==> config.mk <==
export PLATFORM = sky130hd
export DESIGN_NAME = nand_ecc_corrector
export DESIGN_NICKNAME = d
export VERILOG_FILES = /design/src/rtl/nand_ecc_pkg.sv /design/src/rtl/ecc_popcount.sv /design/src/rtl/ecc_classify.sv /design/src/rtl/ecc_page_seq.sv /design/src/rtl/nand_ecc_corrector.sv
export SDC_FILE = /design/constraint.sdc
export NUM_CORES = 1
export LEC_CHECK = 0
export ABC_AREA = 1
export BUFFER_PORTS_ARGS = -buffer_cell sky130_fd_sc_hd__buf_4
export CAP_MARGIN = 20
export CORE_MARGIN = 4
export CORE_UTILIZATION = 30
export DETAILED_ROUTE_END_ITERATION = 8
export PLACE_DENSITY_LB_ADDON = 0.1
export SETUP_SLACK_MARGIN = 0.05
export SYNTH_ARGS = -nofsm -noshare
export SYNTH_HDL_FRONTEND = slang
export SYNTH_SLANG_ARGS = --single-unit
export TNS_END_PERCENT = 10
==> constraint.sdc <==
create_clock -name clk -period 7 [get_ports clk]
set_clock_uncertainty 0.2 [all_clocks]
set_input_delay 0.7 -clock clk [delete_from_list [all_inputs] [get_ports clk]]
set_output_delay 0.7 -clock clk [all_outputs]
set_load 0.005 [all_outputs]
==> src/rtl/nand_ecc_pkg.sv <==
package nand_ecc_pkg;

    typedef enum logic [1:0] {
        ECC_CLEAN    = 2'd0,
        ECC_CODE_HIT = 2'd1,
        ECC_FIXED    = 2'd2,
        ECC_FATAL    = 2'd3
    } ecc_status_e;

    typedef enum logic [1:0] {
        S_WAIT_LO = 2'd0,
        S_SHOW_LO = 2'd1,
        S_WAIT_HI = 2'd2,
        S_SHOW_HI = 2'd3
    } seq_state_e;

endpackage

==> src/rtl/ecc_popcount.sv <==
module ecc_popcount #(
    parameter  int W  = 24,
    localparam int CW = $clog2(W + 1)
) (
    input  logic [W-1:0]  vec,
    output logic [CW-1:0] count
);

    logic [CW-1:0] run [W+1];

    assign run[0] = '0;

    for (genvar i = 0; i < W; i++) begin : g_acc
        assign run[i+1] = run[i] + CW'(vec[i]);
    end

    assign count = run[W];

endmodule

==> src/rtl/ecc_classify.sv <==
module ecc_classify
    import nand_ecc_pkg::*;
#(
    parameter  int CODE_W = 24,
    parameter  int FIELD_W = 11,
    parameter  int BIT_W = 3,
    localparam int BYTE_W = FIELD_W - BIT_W,
    localparam int MASK_W = 1 << BIT_W,
    localparam int CW = $clog2(CODE_W + 1)
) (
    input  logic [CODE_W-1:0] stored_code,
    input  logic [CODE_W-1:0] calc_code,
    output ecc_status_e       status,
    output logic [BYTE_W-1:0] byte_idx,
    output logic [MASK_W-1:0] flip_mask,
    output logic              hard_fail
);

    logic [CODE_W-1:0]  syndrome;
    logic [CW-1:0]      weight;
    logic [FIELD_W-1:0] fold_stored;
    logic [FIELD_W-1:0] fold_calc;
    logic               pair_ok;
    logic               any_blank;

    assign syndrome = stored_code ^ calc_code;

    ecc_popcount #(.W(CODE_W)) u_weight (
        .vec   (syndrome),
        .count (weight)
    );

    // Parity and complement parity halves folded per code
    assign fold_stored = stored_code[FIELD_W-1:0] ^ stored_code[2*FIELD_W-1:FIELD_W];
    assign fold_calc   = calc_code[FIELD_W-1:0]   ^ calc_code[2*FIELD_W-1:FIELD_W];
    assign pair_ok     = &(fold_stored ^ fold_calc);

    assign any_blank = (syndrome == '0) || (stored_code == '0) || (calc_code == '0);

    always_comb begin
        if (any_blank) begin
            status = ECC_CLEAN;
        end else if (weight == CW'(1)) begin
            status = ECC_CODE_HIT;
        end else if ((weight == CW'(FIELD_W)) && pair_ok) begin
            status = ECC_FIXED;
        end else begin
            status = ECC_FATAL;
        end
    end

    assign byte_idx  = (status == ECC_FIXED) ? syndrome[FIELD_W-1:BIT_W] : '0;
    assign hard_fail = (status == ECC_CODE_HIT) || (status == ECC_FATAL);

    for (genvar j = 0; j < MASK_W; j++) begin : g_mask
        assign flip_mask[j] = (status == ECC_FIXED) && (syndrome[BIT_W-1:0] == BIT_W'(j));
    end

endmodule

==> src/rtl/ecc_page_seq.sv <==
module ecc_page_seq
    import nand_ecc_pkg::*;
(
    input  logic clk,
    input  logic rst_n,
    input  logic pair_valid,
    input  logic res_ready,
    input  logic page_wide,
    output logic open_slot,
    output logic accept,
    output logic into_hi,
    output logic res_valid,
    output logic res_last
);

    seq_state_e state_q;
    seq_state_e state_d;
    logic       wide_q;

    // State register
    always_ff @(posedge clk) begin
        if (!rst_n) begin
            state_q <= S_WAIT_LO;
        end else begin
            state_q <= state_d;
        end
    end

    // Page width captured with the first pair of a page
    always_ff @(posedge clk) begin
        if (!rst_n) begin
            wide_q <= 1'b0;
        end else if (accept && !into_hi) begin
            wide_q <= page_wide;
        end
    end

    // Next state
    always_comb begin
        state_d = state_q;
        unique case (state_q)
            S_WAIT_LO: if (accept) state_d = S_SHOW_LO;
            S_WAIT_HI: if (accept) state_d = S_SHOW_HI;
            S_SHOW_LO: begin
                if (accept) begin
                    state_d = wide_q ? S_SHOW_HI : S_SHOW_LO;
                end else if (res_ready) begin
                    state_d = wide_q ? S_WAIT_HI : S_WAIT_LO;
                end
            end
            S_SHOW_HI: begin
                if (accept) begin
                    state_d = S_SHOW_LO;
                end else if (res_ready) begin
                    state_d = S_WAIT_LO;
                end
            end
            default: state_d = S_WAIT_LO;
        endcase
    end

    // Outputs
    always_comb begin
        res_valid = (state_q == S_SHOW_LO) || (state_q == S_SHOW_HI);
        open_slot = !res_valid || res_ready;
        accept    = pair_valid && open_slot;
        into_hi   = (state_q == S_WAIT_HI) || ((state_q == S_SHOW_LO) && wide_q);
        res_last  = (state_q == S_SHOW_HI) || ((state_q == S_SHOW_LO) && !wide_q);
    end

    AST_WAIT_HI_ONLY_WIDE: assert property (@(posedge clk) disable iff (!rst_n)
        (state_q == S_WAIT_HI) |-> wide_q);

endmodule

==> src/rtl/nand_ecc_corrector.sv <==
module nand_ecc_corrector
    import nand_ecc_pkg::*;
#(
    parameter  int CODE_W = 24,
    parameter  int FIELD_W = 11,
    parameter  int BIT_W = 3,
    localparam int BYTE_W = FIELD_W - BIT_W,
    localparam int MASK_W = 1 << BIT_W
) (
    input  logic              clk,
    input  logic              rst_n,
    input  logic              stored_valid,
    output logic              stored_ready,
    input  logic [CODE_W-1:0] stored_code,
    input  logic              calc_valid,
    output logic              calc_ready,
    input  logic [CODE_W-1:0] calc_code,
    input  logic              page_wide,
    output logic              res_valid,
    input  logic              res_ready,
    output logic [1:0]        res_status,
    output logic [BYTE_W:0]   res_byte,
    output logic [MASK_W-1:0] res_mask,
    output logic              res_last,
    output logic              res_fail
);

    ecc_status_e       cls_status;
    logic [BYTE_W-1:0] cls_byte;
    logic [MASK_W-1:0] cls_mask;
    logic              cls_fail;
    logic              open_slot;
    logic              accept;
    logic              into_hi;

    ecc_classify #(
        .CODE_W  (CODE_W),
        .FIELD_W (FIELD_W),
        .BIT_W   (BIT_W)
    ) u_classify (
        .stored_code (stored_code),
        .calc_code   (calc_code),
        .status      (cls_status),
        .byte_idx    (cls_byte),
        .flip_mask   (cls_mask),
        .hard_fail   (cls_fail)
    );

    ecc_page_seq u_seq (
        .clk        (clk),
        .rst_n      (rst_n),
        .pair_valid (stored_valid && calc_valid),
        .res_ready  (res_ready),
        .page_wide  (page_wide),
        .open_slot  (open_slot),
        .accept     (accept),
        .into_hi    (into_hi),
        .res_valid  (res_valid),
        .res_last   (res_last)
    );

    assign stored_ready = calc_valid && open_slot;
    assign calc_ready   = stored_valid && open_slot;

    always_ff @(posedge clk) begin
        if (!rst_n) begin
            res_status <= ECC_CLEAN;
            res_byte   <= '0;
            res_mask   <= '0;
            res_fail   <= 1'b0;
        end else if (accept) begin
            res_status <= cls_status;
            res_byte   <= {into_hi, cls_byte};
            res_mask   <= cls_mask;
            res_fail   <= into_hi ? (res_fail || cls_fail) : cls_fail;
        end
    end

    AST_NO_TAKE_WHEN_STALLED: assert property (@(posedge clk) disable iff (!rst_n)
        (res_valid && !res_ready) |-> (!stored_ready && !calc_ready));

    AST_READY_NEEDS_PARTNER: assert property (@(posedge clk) disable iff (!rst_n)
        stored_ready |-> calc_valid);

    AST_ONE_CYCLE_RESULT: assert property (@(posedge clk) disable iff (!rst_n)
        (stored_valid && stored_ready) |=> res_valid);

    AST_RESULT_HELD: assert property (@(posedge clk) disable iff (!rst_n)
        (res_valid && !res_ready) |=> (res_valid && $stable(res_status) &&
                                       $stable(res_byte) && $stable(res_mask)));

    AST_MASK_ONEHOT_ON_FIX: assert property (@(posedge clk) disable iff (!rst_n)
        (res_valid && res_status == 2'd2) |-> ($countones(res_mask) == 1));

    AST_QUIET_UNLESS_FIX: assert property (@(posedge clk) disable iff (!rst_n)
        (res_valid && res_status != 2'd2) |-> (res_mask == '0 && res_byte[BYTE_W-1:0] == '0));

    AST_HIGH_HALF_CLOSES: assert property (@(posedge clk) disable iff (!rst_n)
        (res_valid && res_byte[BYTE_W]) |-> res_last);

    AST_FAIL_COVERS_STATUS: assert property (@(posedge clk) disable iff (!rst_n)
        (res_valid && (res_status == 2'd1 || res_status == 2'd3)) |-> res_fail);

endmodule

==> impl_metrics.tcl, run 1 <==
set metrics [dict create \
    finalCritPeriodShare_pct 82.3 \
    drtIter0Drc 156 \
    period_needed_ps 5760 \
    fin_ws_ps 1240 \
    hold_viol 0 \
    status "completed" \
    tightest_slew_ps 634 \
    p_per_area_nw_per_um2 244 \
    tns_ps 0 \
    regArea_um2 460 \
    path_clk_slew_ps 80 \
    fmax_mhz 174 \
    post_cts_buffers 0 \
    overflow 0 \
    pre_cts_ws_ps 961 \
    die_w_um 103 \
    max-vdd-ir-drop_uv 188 \
    synth_cell_types 23 \
    hp-class "flop to flop" \
    layout.nets 638 \
    cts_buffers 3 \
    grt_pass1_wl_um 13000 \
    vias 2886 \
    grt_pass1_vias 2771 \
    drive_gt1_share_pct 18.2 \
    multi_input_area_um2 1890 \
    core_um2 8720 \
    antenna_cells 0 \
    postSynthCellCount 480 \
    vias_per_cell 4.35 \
    cp-end-kind "flop" \
    ys_ff_latch 23 \
    hold_path_depth 2 \
    antenna_found_initial 0 \
    syn_to_final_growth_pct 27.5 \
    fillers 966 \
    leakagePower_nw 1.92 \
    netlist_area_um2 2690 \
    reg2reg_depth 9 \
    cts_sinks 23 \
    maxCapViolations 0 \
    io_pins 78 \
    die-height_um 103 \
    h-tree-depth 1 \
    gp_congestion 0.880 \
    yosysSeqAreaShare_pct 17.1 \
    die_area_um2 10600 \
    setup_viol 0 \
    cts_hold_buf 0 \
    start_kind "input port" \
    critPathKind "input port to flop" \
    post_drt_wl_per_cell_um 12.0 \
    grt_usage_pct 15.5 \
    dp_hpwl_um 7000 \
    drc 0 \
    synth_warnings 0 \
    path_max_fanout 9 \
    synthesis.nets 561 \
    start_util_pct 30.9 \
    avgSynthCellArea_um2 5.61 \
    fin_area_um2 3430 \
    final_util_pct 39.4 \
    final_antenna_net_count 0 \
    cp.required_ps 6990 \
    rsz0062_at_grt "false" \
    grt_max_degree 22 \
    first_pass_iters 4 \
    io_buffers 77 \
    wirelength_um 7950 \
    rows 34 \
    cts.path.max_buffers 2 \
    slew_headroom_pct 57.7 \
    placed_area_um2 3390 \
    slew_violations 0 \
    cts_tree "done" \
    clock_latency_ps 260 \
    arrival_ps 5750 \
    postCtsResizedCells 0 \
    root_buffer "clkbuf_8" \
]
==> final timing paths <==
path                       end        startpoint  slack [ps]
setup reg to reg   res_byte[1]  u_seq.state_q[0]        4750
hold / removal    u_seq.wide_q      u_seq.wide_q         270
hold reg to reg   u_seq.wide_q      u_seq.wide_q         270
setup / recovery   res_mask[6]      calc_code[0]        1240
==> layer usage <==
| layer | vias up | global-route usage [%] | wire length [um] |
|---|---|---|---|
| li1 | 1565 | - | - |
| met1 | 1268 | 22.0 | 3870 |
| met2 | 47 | 26.0 | 3620 |
| met3 | 6 | 2.03 | 367 |
| met4 | 0 | 2.09 | 86 |
| met5 | - | 0 | 0 |
==> power by group <==
group / internal (mW) / switching, mW / leakage, nW / total [mW]
Sequential: 0.134 / 0.00231 / 0.186 / 0.137
Combinational: 0.249 / 0.368 / 1.71 / 0.617
Clock: 0.0397 / 0.0424 / 0.0255 / 0.0821
==> cell families (layout without fill, tap and decap cells) <==
kind of cell               Yosys count  count (layout)  synth area share [%]
DFF                                 23              23                  17.1
buffers and inverters               92             168                  12.8
xor gates and xnor gates             6               6                  2.23
adders and majority gates           27              27                  17.3
and+or+nand+nor                    313             313                  46.8
AOI/OAI and AO/OA                   19              19                  3.72
==> state kept, by name (all words and copies together), names as in the netlist, named ones only <==
register / flops
res_mask: 8
res_fail: 1
u_seq.state_q: 1
u_seq.wide_q: 1
res_status: 2
res_byte: 9
==> cells in the mapped netlist, drive strengths merged <==
cell type	number	area (um2)
nand2	187	712
nor2	94	387
inv	86	323
nand3	29	145
dfxtp	23	460
fa	17	340
a21oi	15	75.1
ha	10	125
clkbuf	5	18.8
o21ai	3	15.0
xnor2	3	26.3
xor2	3	33.8
nand4	2	12.5
clkinv	1	3.75
nor3	1	5.00
o211a	1	10.0
==> worst max-delay path, cell delays in order <==
cell,delay [ps]
buf_4,120
xor2_2,250
inv_1,140
fa_1,540
fa_1,540
fa_1,530
fa_1,540
inv_1,50
fa_1,530
ha_1,170
inv_1,60
fa_1,390
xor2_1,190
nand2_1,70
nor2_1,100
nand2_1,130
nor2_8,200
nand2_4,70
nor2_4,200
nand2_1,80
a21oi_1,130
==> cell usage in the layout, fill, tap and decap left out, types with 10 or more instances in the layout <==
| master | synthesis | routed |
|---|---|---|
| inv_2 | 13 | 13 |
| a21oi_1 | 15 | 15 |
| dfxtp_1 | 23 | 23 |
| nand2_1 | 185 | 185 |
| inv_1 | 73 | 73 |
| nand3_1 | 29 | 29 |
| buf_4 | 0 | 77 |
| ha_1 | 10 | 10 |
| fa_1 | 17 | 17 |
| nor2_1 | 90 | 90 |
==> per-stage QoR <==
step	power (mW)	instances	hold WS [ps]
final	0.836	664	266
after global routing	0.975	664	282
after CTS	0.850	664	266
after detailed placement	0.762	660	252
after global placement	0.760	660	250
after floorplan	0.620	480	230
==> layout make-up <==
class / instances / area share [%]
Tap cell: 108 / 3.94
Clock buffer: 3 / 1.20
Multi-Input combinational cell: 365 / 55.0
Clock inverter: 1 / 0.146
Inverter: 87 / 9.51
Sequential cell: 23 / 13.4
Timing Repair Buffer: 77 / 16.8
Power figures use the tool's default switching activity.
==> inputs of run 2 (changes only) <==
--- a/config.mk
+++ b/config.mk
@@ -5,7 +5,7 @@
 export SDC_FILE = /design/constraint.sdc
 export NUM_CORES = 1
 export LEC_CHECK = 0
-export ABC_AREA = 1
+export ABC_AREA = 0
 export BUFFER_PORTS_ARGS = -buffer_cell sky130_fd_sc_hd__buf_4
 export CAP_MARGIN = 20
 export CORE_MARGIN = 4
==> constraint.sdc (replaced) <==
create_clock -name clk -period 5.81 [get_ports clk]
set_clock_uncertainty 0.2 [all_clocks]
set_input_delay 0.581 -clock clk [delete_from_list [all_inputs] [get_ports clk]]
set_output_delay 0.581 -clock clk [all_outputs]
set_load 0.005 [all_outputs]
==> run 2 against run 1 <==
  * Final cell count shrank 41%
  * Hold slack lost 7.5 ps
  * Critical path depth shrank 2
  * Critical path type unchanged
  * Largest power group unchanged
  * Highest routed layer is now met3
==> impl_metrics.tcl, run 2 <==
set metrics [dict create \
    largest_register "res_byte" \
    power.switching_uw 475 \
    yosysSeqAreaShare_pct 22.3 \
    final_common_cell "buf_4" \
    drc 0 \
    fmax_mhz 182 \
    ys_ff_latch 23 \
    cp.required_ps 5770 \
    status "completed" \
    period_needed_ps 5500 \
    setup_viol 0 \
    antenna_found_initial 0 \
    netlist.area_leader.share_pct 22.3 \
    vias_per_cell 4.95 \
    p_int_uw 624 \
    hp-class "flop to flop" \
    slew_violations 0 \
    tns_ps 0 \
    first_pass_iters 7 \
    synth_cell_types 37 \
    core_um2 6530 \
    vias 1950 \
    pwr-share-comb_pct 76.0 \
    p_per_area_nw_per_um2 373 \
    final_antenna_net_count 0 \
    synth_warnings 0 \
    hold_viol 0 \
    dp_hpwl_um 5250 \
    die-height_um 91.0 \
    path_max_fanout 10 \
    slew_headroom_pct 37.1 \
    fin_ws_ps 307 \
    yosysMostFrequentCell "dfxtp_1" \
    post_drt_wl_per_cell_um 15.3 \
    wirelength_um 6030 \
    post_cts_buffers 0 \
    syn_to_final_growth_pct 42.8 \
    synth_area_leaders "dfxtp_1, fa_1, xnor2_1" \
    switching_share_pct 43.2 \
    path_clk_slew_ps 90 \
    io_pins 78 \
    p_clk_share_pct 9.1 \
    synthesis.nets 306 \
    gp_congestion 0.835 \
    tightest_slew_ps 941 \
    die_w_um 91.0 \
    grt_usage_pct 14.8 \
    h-tree-depth 1 \
    drtIter0Drc 81 \
    antenna_cells 0 \
    die_area_um2 8270 \
    final_cell_mix "buf_4, dfxtp_1, inv_1" \
    fillers 664 \
    cts_buffers 3 \
    cts.path.max_buffers 2 \
    largest_reg_flops 9 \
    grt_pass1_vias 2057 \
    cts_sinks 23 \
    overflow 0 \
    synth_ff_type "dfxtp_1" \
    postSynthCellCount 225 \
    maxCapViolations 0 \
    synth_edf_count 0 \
    netlist_area_um2 2060 \
    rsz0062_at_grt "false" \
    clock_latency_ps 270 \
    seqPwrFrac_pct 15.0 \
    start_util_pct 31.6 \
    max-vdd-ir-drop_uv 255 \
    drive_gt1_share_pct 37.2 \
    avgSynthCellArea_um2 9.18 \
    critPathKind "input port to flop" \
    leakagePower_nw 1.33 \
    start_kind "input port" \
    finalCritPeriodShare_pct 94.7 \
    yosys.area.top_type "dfxtp_1" \
    grt_max_degree 29 \
    rows 29 \
    root_buffer "clkbuf_8" \
    cts_tree "done" \
    synthTopCellsByCount "dfxtp_1, xnor2_1, inv_1" \
    io_buffers 77 \
    cp-end-kind "flop" \
    synthArstFlopShare_pct 0 \
    pre_cts_ws_ps -276 \
    arrival_ps 5460 \
    grt_pass1_wl_um 9960 \
    reg_top3 "res_byte: 9 flops, res_mask: 8 flops, res_status: 2 flops" \
    layout.nets 399 \
]
[run 2: cell types whose count changed after synthesis, sizes merged, moves of 6 or more]
cell,delta
nor4,+14
xor2,+9
xnor2,+22
o41ai,+7
nand2,-169
nor3,+8
nand3,-15
a21oi,-6
nand4,+6
inv,-67
a22o,+6
nor2,-88
[run 2: per-stage QoR]
step,power [mW],instance area [um2],hold slack (ps),util [%],instances
global route,1.21,2950,285,45.2,394
global placement,0.979,2840,249,43.5,390
floorplan,0.725,2060,245,-,225
detailed placement,0.993,2840,252,43.5,390
CTS,1.10,2910,265,44.5,394
finish,1.10,2950,259,45.2,394
[run 2: routing by layer]
metal | global-route usage (%) | wire length, um | vias to the layer above | share of wire (%)
met5 | 0 | 0 | - | 0
met1 | 19.7 | 2730 | 912 | 45
met3 | 2.73 | 362 | 0 | 6.0
li1 | - | - | 971 | -
met2 | 25.1 | 2930 | 67 | 49
met4 | 3.39 | 0 | 0 | 0
[run 2: critical path: stages]
cell and delay, ps:
buf_4 120, xnor2_1 110, buf_4 150, fa_1 500, fa_1 520, fa_1 520
fa_1 550, inv_1 60, fa_1 540, ha_1 170, inv_1 60, fa_1 370
nor2_1 100, mux2i_1 70, nor3b_1 240, nand4b_1 190, nor3_4 220, nand2_4 130
o41ai_1 250
[run 2: timing repair]
item	in CTS	in global routing
endpoints found under the setup margin	7	16
gates resized for setup	2	7
pin swaps	0	1
hold buffers	0	0
[run 2: final timing paths]
path / cells after the start / slack [ps] / startpoint / to
hold / removal: 2 / 260 / res_status[0] / res_status[0]
setup reg to reg: 7 / 3590 / u_seq.state_q[0] / res_fail
hold reg to reg: 2 / 260 / res_status[0] / res_status[0]
setup / recovery: 19 / 310 / stored_code[0] / res_mask[0]
[run 2: cell families after synthesis]
kind of cell	Yosys count	synth area share, %
xor+xnor	37	17.2
simple gates	81	22.6
flops	23	22.3
mux	1	0.485
buf+inv	27	5.27
compound gates	29	9.64
fa+ha+maj	27	22.5
[run 2: final cells by class]
| cell class | count | area [um2] | share of cell area [%] |
|---|---|---|---|
| multi-input cells | 175 | 1550 | 52.7 |
| repair buffers | 96 | 721 | 24.4 |
| flip-flops and latches | 23 | 460 | 15.6 |
| well taps | 77 | 96.3 | 3.27 |
| inverters | 19 | 71.3 | 2.42 |
| clock buffers | 3 | 41.3 | 1.40 |
| clock inverters | 1 | 5.00 | 0.170 |
[run 2: power by group through the flow]
stage / logic, mW / registers [mW] / clock network, mW
6_report: 0.836 / 0.165 / 0.0996
5_1_grt: 0.937 / 0.165 / 0.110
4_1_cts: 0.831 / 0.165 / 0.105
3_5_place_dp: 0.824 / 0.168 / 0
2_1_floorplan: 0.557 / 0.168 / 0
3_3_place_gp: 0.811 / 0.168 / 0
==> inputs of run 3 (changes only) <==
--- a/config.mk
+++ b/config.mk
@@ -15,5 +15,6 @@
 export SETUP_SLACK_MARGIN = 0.05
 export SYNTH_ARGS = -nofsm -noshare
 export SYNTH_HDL_FRONTEND = slang
+export SYNTH_HIERARCHICAL = 1
 export SYNTH_SLANG_ARGS = --single-unit
 export TNS_END_PERCENT = 10
==> run 3 against run 2 <==
  * Register-to-register slack gained 520 ps
  * Combinational power grew 22%
  * Sequential share of layout area shrank 1.5 points
  * Hold slack gained 3.5 ps
  * Flip-flop and latch count is the same
  * Worst setup slack gained 57 ps
  * Highest routed layer is now met4
==> impl_metrics.tcl, run 3 <==
set metrics [dict create \
    finalCritPeriodShare_pct 93.7 \
    vias 2032 \
    antenna_found_initial 0 \
    hold_viol 0 \
    final_cell_mix "buf_4, inv_1, nor2b_1, dfxtp_1, mux2i_1" \
    rows 32 \
    slew_headroom_pct 50.9 \
    yosysSeqAreaShare_pct 19.5 \
    multi_input_area_um2 1750 \
    synthArstFlopShare_pct 0 \
    start_util_pct 30.8 \
    wirelength_um 6270 \
    hp-class "flop to flop" \
    reg_top3 "res_byte: 9 flops, res_mask: 8 flops, res_status: 2 flops" \
    grt_pass1_vias 2082 \
    setup_viol 0 \
    grt_usage_pct 13.3 \
    yosysMostFrequentCell "inv_1" \
    layout.nets 433 \
    grt_pass1_wl_um 10300 \
    ys_ff_latch 23 \
    final_common_cell "buf_4" \
    core_um2 7690 \
    io_pins 78 \
    cts.path.max_buffers 2 \
    grt_max_degree 25 \
    first_pass_iters 4 \
    leakagePower_nw 1.50 \
    largest_register "res_byte" \
    largest_reg_flops 9 \
    synthTopCellsByCount "inv_1, dfxtp_1, nor2b_1" \
    start_kind "input port" \
    fmax_mhz 184 \
    netlist.area_leader.share_pct 19.5 \
    maxCapViolations 0 \
    regArea_um2 460 \
    max-vdd-ir-drop_uv 244 \
    fin_hold_ws_ps 262 \
    io_buffers 77 \
    root_buffer "clkbuf_8" \
    syn_to_final_growth_pct 38.3 \
    status "completed" \
    cts_buffers 3 \
    fin_ws_ps 364 \
    netlist_area_um2 2370 \
    die_area_um2 9370 \
    antenna_cells 0 \
    vias_per_cell 4.45 \
    dp_hpwl_um 5530 \
    die-height_um 96.8 \
    pre_cts_ws_ps -237 \
    h-tree-depth 1 \
    synth_cell_types 43 \
    fillers 825 \
    arrival_ps 5450 \
    synth_warnings 6 \
    rsz0062_at_grt "false" \
    synth_edf_count 0 \
    synth_area_leaders "dfxtp_1, fa_1, mux2i_1" \
    postSynthCellCount 262 \
    gp_congestion 0.827 \
    placed_area_um2 3130 \
    tightest_slew_ps 731 \
    avgSynthCellArea_um2 9.03 \
    cts_sinks 23 \
    slew_violations 0 \
    die_w_um 96.8 \
    cp.required_ps 5810 \
    drc 0 \
    synthesis.nets 339 \
    fin_area_um2 3270 \
    path_max_fanout 8 \
    critPathKind "input port to flop" \
    drtIter0Drc 37 \
    post_drt_wl_per_cell_um 13.7 \
    path_clk_slew_ps 80 \
    overflow 0 \
    drive_gt1_share_pct 35.8 \
    yosys.area.top_type "dfxtp_1" \
    period_needed_ps 5450 \
    cp-end-kind "flop" \
    clock_latency_ps 260 \
    synth_ff_type "dfxtp_1" \
    p_per_area_nw_per_um2 393 \
    final_antenna_net_count 0 \
    cts_tree "done" \
]
[run 3: critical path: stages]
cell and delay (ps):
buf_4 120, xnor2_2 120, buf_4 130, inv_1 40
inv_1 50, fa_1 460, fa_2 540, fa_1 430
fa_1 510, fa_1 400, inv_1 60, ha_1 170
inv_2 50, fa_2 390, xnor2_1 130, nor2_1 100
nand2_1 90, nor3_2 190, and2_4 200, nand4_4 170
nor3_1 280, mux2i_1 110, nor2b_1 120
[run 3: final cells by class]
class                   instances  area share [%]
flip-flops and latches         23            14.1
inverters                      48            5.50
repair buffers                 95            21.8
clock buffers                   4            1.38
well taps                     102            3.90
multi-input cells             185            53.4
[run 3: cell families (layout without fill, tap and decap cells)]
| logic type | count (synthesis) | after routing | share of synthesized area (%) |
|---|---|---|---|
| AOI/OAI and AO/OA | 12 | 12 | 3.60 |
| muxes | 21 | 21 | 8.94 |
| xor gates and xnor gates | 37 | 37 | 14.3 |
| adders and majority gates | 23 | 23 | 17.6 |
| buffers and inverters | 55 | 147 | 10.7 |
| DFF | 23 | 23 | 19.5 |
| and+or+nand+nor | 91 | 92 | 25.4 |
[run 3: final timing paths]
path	from	endpoint	slack (ps)	depth (start not counted)
worst min-delay path	res_fail	res_fail	260	2
worst min register to register	res_fail	res_fail	260	2
worst max-delay path	stored_code[11]	res_mask[6]	360	23
worst max register to register	u_seq/state_q[0]	res_fail	4110	4
[run 3: where the power goes]
group	internal (mW)	switching (mW)	total, mW
sequential	0.163	0.00386	0.166
combinational	0.495	0.526	1.02
clock	0.0489	0.0500	0.0988
[run 3: what timing repair did]
action	in CTS	in global routing
gates cloned	0	1
setup buffers	0	1
resized for setup	1	16
hold buffers	0	0
endpoints found under the setup margin	1	16
pin swaps	0	8
[run 3: metal layers]
layer  part of all wire [%]  global-route usage (%)  up-vias  wire (um)
li1                       -                       -     1035          -
met5                      0                       0        -          0
met1                     45                    18.0      935       2850
met3                    4.8                    2.60        2        298
met2                     49                    22.2       60       3090
met4                   0.46                    2.27        0         29
[run 3: metrics by stage]
stage,cells,TNS [ps],util [%],power [mW]
after floorplan,262,0,-,0.836
after global placement,451,-1490,40.7,1.10
after detailed placement,451,-2800,40.7,1.11
after CTS,455,0,41.3,1.22
after global routing,457,0,42.6,1.47
final,457,0,42.6,1.29
